## src/rtl/wlc_pkg.sv

```systemverilog
package wlc_pkg;

   // Fixed address that every alerting device answers
   localparam logic [6:0] ARA_ADDR = 7'b0001100;

   // State of the alert response handshake
   typedef enum logic {
      RSP_ARMED = 1'b0,
      RSP_HELD  = 1'b1
   } rsp_e;

   function automatic int ch_width(input int n);
      return (n > 1) ? $clog2(n) : 1;
   endfunction

endpackage

```

## src/rtl/wlc_window.sv

```systemverilog
// Per-channel window comparison with a record of the latest verdict
module wlc_window #(
   parameter int DW = 8
) (
   input  logic          clk,
   input  logic          rst_n,
   input  logic          hit,
   input  logic [DW-1:0] val,
   input  logic [DW-1:0] lo,
   input  logic [DW-1:0] hi,
   output logic          trip,
   output logic          fault_nx
);

   logic fault_q;
   logic outside;

   // Bounds themselves count as in range
   always_comb outside = (val > hi) || (val < lo);

   assign trip     = hit & outside;
   assign fault_nx = hit ? outside : fault_q;

   always_ff @(posedge clk or negedge rst_n) begin
      if (!rst_n) fault_q <= 1'b0;
      else        fault_q <= fault_nx;
   end

endmodule

```

## src/rtl/wlc_sticky.sv

```systemverilog
// Sticky flag cleared by a read only once the fault has gone
module wlc_sticky (
   input  logic clk,
   input  logic rst_n,
   input  logic trip,
   input  logic fault_nx,
   input  logic rd,
   output logic stat_nx,
   output logic stat_q
);

   always_comb stat_nx = trip | (stat_q & ~(rd & ~fault_nx));

   always_ff @(posedge clk or negedge rst_n) begin
      if (!rst_n) stat_q <= 1'b0;
      else        stat_q <= stat_nx;
   end

endmodule

```

## src/rtl/wlc_alert.sv

```systemverilog
// Registered alert line and the responder for alert response requests
module wlc_alert
   import wlc_pkg::*;
#(
   parameter int         NCH      = 5,
   parameter logic [6:0] DEV_ADDR = 7'h2E
) (
   input  logic           clk,
   input  logic           rst_n,
   input  logic [NCH-1:0] stat_nx,
   input  logic [NCH-1:0] mask,
   input  logic           stat_rd,
   input  logic           ara_vld,
   input  logic [6:0]     ara_addr,
   output logic           alert_n,
   output logic           ara_ack,
   output logic [6:0]     ara_dev
);

   rsp_e rsp_q, rsp_nx;
   logic ara_hit;
   logic any_src;

   assign ara_hit = ara_vld && (ara_addr == ARA_ADDR) && !alert_n;
   assign any_src = |(stat_nx & ~mask);

   // A response in the same cycle as a read wins
   always_comb begin
      rsp_nx = rsp_q;
      if (ara_hit)      rsp_nx = RSP_HELD;
      else if (stat_rd) rsp_nx = RSP_ARMED;
   end

   always_ff @(posedge clk or negedge rst_n) begin
      if (!rst_n) begin
         rsp_q   <= RSP_ARMED;
         alert_n <= 1'b1;
         ara_ack <= 1'b0;
         ara_dev <= '0;
      end else begin
         rsp_q   <= rsp_nx;
         alert_n <= !(any_src && (rsp_nx == RSP_ARMED));
         ara_ack <= ara_hit;
         ara_dev <= ara_hit ? DEV_ADDR : 7'd0;
      end
   end

endmodule

```

## src/rtl/win_limit_alert.sv

```systemverilog
module win_limit_alert
   import wlc_pkg::*;
#(
   parameter int         NCH      = 5,
   parameter int         DW       = 8,
   parameter logic [6:0] DEV_ADDR = 7'h2E,
   localparam int        CHW      = ch_width(NCH),
   localparam int        LW       = NCH * DW
) (
   input  logic           clk,
   input  logic           rst_n,
   input  logic           meas_vld,
   input  logic [CHW-1:0] meas_ch,
   input  logic [DW-1:0]  meas_val,
   input  logic [LW-1:0]  lo_lim,
   input  logic [LW-1:0]  hi_lim,
   input  logic [NCH-1:0] mask,
   input  logic           stat_rd,
   input  logic           ara_vld,
   input  logic [6:0]     ara_addr,
   output logic [NCH-1:0] status,
   output logic           alert_n,
   output logic           ara_ack,
   output logic [6:0]     ara_dev
);

   if (NCH < 1) begin : g_bad_nch
      $error("win_limit_alert: NCH must be at least 1");
   end
   if (DW < 1) begin : g_bad_dw
      $error("win_limit_alert: DW must be at least 1");
   end
   if (DEV_ADDR == ARA_ADDR) begin : g_bad_addr
      $error("win_limit_alert: DEV_ADDR collides with the response address");
   end

   logic [NCH-1:0] hit, trip, fault_nx, stat_nx;

   for (genvar i = 0; i < NCH; i++) begin : g_ch
      assign hit[i] = meas_vld && (meas_ch == CHW'(i));

      wlc_window #(.DW(DW)) u_win (
         .clk      (clk),
         .rst_n    (rst_n),
         .hit      (hit[i]),
         .val      (meas_val),
         .lo       (lo_lim[i*DW +: DW]),
         .hi       (hi_lim[i*DW +: DW]),
         .trip     (trip[i]),
         .fault_nx (fault_nx[i])
      );

      wlc_sticky u_stk (
         .clk      (clk),
         .rst_n    (rst_n),
         .trip     (trip[i]),
         .fault_nx (fault_nx[i]),
         .rd       (stat_rd),
         .stat_nx  (stat_nx[i]),
         .stat_q   (status[i])
      );
   end

   wlc_alert #(.NCH(NCH), .DEV_ADDR(DEV_ADDR)) u_alert (
      .clk      (clk),
      .rst_n    (rst_n),
      .stat_nx  (stat_nx),
      .mask     (mask),
      .stat_rd  (stat_rd),
      .ara_vld  (ara_vld),
      .ara_addr (ara_addr),
      .alert_n  (alert_n),
      .ara_ack  (ara_ack),
      .ara_dev  (ara_dev)
   );

endmodule

```

## config.mk

```make
export PLATFORM = sky130hd
export DESIGN_NAME = win_limit_alert
export DESIGN_NICKNAME = d
export VERILOG_FILES = /design/src/rtl/wlc_pkg.sv /design/src/rtl/wlc_window.sv /design/src/rtl/wlc_sticky.sv /design/src/rtl/wlc_alert.sv /design/src/rtl/win_limit_alert.sv
export SDC_FILE = /design/constraint.sdc
export NUM_CORES = 1
export LEC_CHECK = 0
export ABC_AREA = 1
export BUFFER_PORTS_ARGS = -buffer_cell sky130_fd_sc_hd__buf_2
export CELL_PAD_IN_SITES_DETAIL_PLACEMENT = 1
export CELL_PAD_IN_SITES_GLOBAL_PLACEMENT = 1
export CORE_MARGIN = 5
export CORE_UTILIZATION = 25
export DETAILED_ROUTE_END_ITERATION = 12
export PLACE_DENSITY_LB_ADDON = 0.1
export SYNTH_ARGS = -nofsm -noshare
export SYNTH_HDL_FRONTEND = slang
export SYNTH_HIERARCHICAL = 1
export SYNTH_SLANG_ARGS = --single-unit
```

## constraint.sdc

```tcl
create_clock -name clk -period 1.55 [get_ports clk]
set_input_delay 0.2325 -clock clk [delete_from_list [all_inputs] [get_ports clk]]
set_output_delay 0.2325 -clock clk [all_outputs]
set_load 0.01 [all_outputs]
```

==> flow_metrics.tcl <==
set metrics [dict create \
    p_clk_share_pct 21.3 \
    synth_edf_count 0 \
    clk_latency_ps 240 \
    drc 0 \
    gp_congestion 0.759 \
    clkTransAtPathRegs_ps 50 \
    die_y_um 117 \
    switchingPower_mw 0.867 \
    fmax_mhz 613 \
    gr-total-overflow 0 \
    seq_power_share_pct 17.9 \
    syn_inst 463 \
    vdd_drop_max_v 0.000375 \
    required_ps 1740 \
    maxSlewViolCount 0 \
    fp.dieW_um 117 \
    async_reset_ff_share_pct 100 \
    postSynthAreaPerCell_um2 6.21 \
    ys_warn_count 6 \
    p_leak_nw 2.80 \
    rows 39 \
    start_util_pct 25.3 \
    grt_max_degree 14 \
    h-tree-depth 1 \
    cts_tree "yes" \
    maxCapViolCount 0 \
    ant_nets 0 \
    final_cells 755 \
    die_area_um2 13800 \
    insertedDiodeCount 0 \
    setup_ws_ps -80.1 \
    cts-root-buf "clkbuf_16" \
    status "finished with violations" \
    first_global_vias 3432 \
    power_density_nw_per_um2 461 \
    drive_above_1_share_pct 52.3 \
    drt_iter0_markers 51 \
    io_buffer_count 118 \
    skew_ps 1.66 \
    intPower_mw 1.48 \
    crit_fanout 5 \
    min_period_ps 1630 \
    core_area_um2 11400 \
    synth_area_um2 2880 \
    rsz0062_at_grt "yes" \
    path_common_cell "nand2_1" \
    fin_crit_sh_pct 105 \
    via_per_inst 4.34 \
    drt_first_pass_iters 4 \
    swShare_pct 36.9 \
    pre_cts_ws_ps -574 \
    routed_wl_um 10500 \
    end_kind "flop" \
    finalSetupViolCount 2 \
    io_pins 122 \
    vias 3279 \
    final_hold_viol_count 0 \
    dpl.hpwl_um 7760 \
    dpl.cell_count 730 \
    yosysSeqAreaShare_pct 11.4 \
    antenna_found_initial 0 \
    hold_path_class "in -> reg" \
    slowest_stage "ha_4" \
    clock_sink_count 13 \
    grt.total_usage_pct 14.5 \
    ctsLongestPathBuffers 2 \
    violations "setup timing" \
    areaGrowthSynthToFinish_pct 77.3 \
    critPathKind "in -> reg" \
    p_total_mw 2.35 \
    cts_buffers 3 \
    layout.nets 796 \
    crit_path_start_kind "input pin" \
    wl_per_cell_um 13.9 \
    grt_pass1_wl_um 15800 \
    fillers 1439 \
    synth_flop_cell "dfrtp_1" \
    synthDistinctLibCells 22 \
    arrival_ps 1820 \
    slowest_delay_ps 280 \
    regToRegSetupSlack_ps 420 \
    pwr-share-comb_pct 60.8 \
    path_cells "buf_16, ha_4, nand2_4, nor2_2, nand4_1, nand2_1, nand2_1, nand2_1, nand2_1, inv_1, nand2_1, nand2_1, nand2_2, nand2_2, nand2_2, nor2_1, nand2_1, nand3_2" \
    ys_ff_latch 13 \
]
[worst max-delay path: cells and delay by family]
family                     cells  cell delay [ps]
adders and majority gates      1              280
and+or+nand+nor               15             1110
buffers and inverters          2              180
[cell families after synthesis]
kind of cell,after synthesis,share of synthesized area (%)
adders and majority gates,75,32.6
other,1,0.130
buffers and inverters,143,19.6
DFF,13,11.4
and+or+nand+nor,205,31.2
AOI/OAI and AO/OA,26,5.09
[layout make-up]
cell class	instances	area [um2]	share of cell area [%]
Timing Repair Buffer	150	1130	22.2
Clock inverter	1	5.00	0.0982
Tap cell	143	179	3.51
Clock buffer	3	75.1	1.47
Multi-Input combinational cell	309	2870	56.2
Sequential cell	13	327	6.40
Inverter	136	518	10.2
[layout by cell type, fill, tap and decap left out, types with 7 or more instances in the layout]
master   synthesis  final
a21oi_1         19      7
a21oi_2          1     11
buf_16           0     10
buf_2            0    106
buf_4            7     25
dfrtp_1         12     12
ha_1            75     20
ha_4             0     54
inv_1          125     98
inv_2           11     36
nand2_1        149    111
nand2_2          6     41
nor2_1          30     27
[layer usage]
layer  up-vias  GRT usage [%]  share of wire (%)
li1       1682              -                  -
met1      1517           18.7                 44
met2        76           26.5                 50
met3         4           2.11                5.0
met4         0           1.30               0.60
met5         -              0                  0
[Yosys cell counts (all sizes together), types with 2 or more instances]
library cell    n  area share [%]
nand4           5             1.1
a21oi          20             3.6
nand3           2            0.52
nor2           35             5.0
ha             75              33
buf             7             1.8
nand2         155              21
dfrtp          12              10
a21o            5             1.3
inv           136              18
nor3            6             3.2
[power by group through the flow]
stage          clock [mW]  sequential (mW)  combinational [mW]
3_3_place_gp            0            0.426               0.919
5_1_grt             0.532            0.429                1.61
4_1_cts             0.510            0.420                1.28
2_1_floorplan           0            0.433               0.550
6_report            0.500            0.422                1.43
3_5_place_dp            0            0.424               0.955
[final timing paths]
check | startpoint | end | cells after the start
max | meas_val[7] | u_alert/alert_n | 18
min | ara_addr[2] | u_alert/ara_dev[3] | 3
max reg2reg | g_ch[2].u_win/fault_q | u_alert/alert_n | 11
min reg2reg | g_ch[3].u_stk/stat_q | g_ch[3].u_stk/stat_q | 2
max in group asynchronous | rst_n | u_alert/alert_n | 2
min in group asynchronous | rst_n | g_ch[4].u_stk/stat_q | 2
[sequential cells by signal (all words and copies together) (netlist names)]
name and flops:
u_alert/ara_dev 1, u_alert/rsp_q 1, g_ch.u_stk/stat_q 5, g_ch.u_win/fault_q 5
u_alert/alert_n 1
[repair_timing]
action / CTS / global route
pin swaps: 48 / 49
endpoints found under the setup margin: 6 / 2
hold buffers: 1 / 0
hold endpoints to repair: 12 / 0
cloned: 4 / 2
buffers inserted: 9 / 5
resized for setup: 115 / 58
[per-stage QoR]
step	utilization [%]	TNS, ps	hold slack, ps	cell area (um2)
finish	44.8	-123	247	5100
global route	44.8	-343	251	5100
CTS	42.1	-65.5	250	4780
detailed placement	33.1	-2470	153	3770
global placement	33.1	-2120	150	3770
floorplan	-	0	-63.1	2970
No activity file was read; power rests on OpenSTA's default activity.
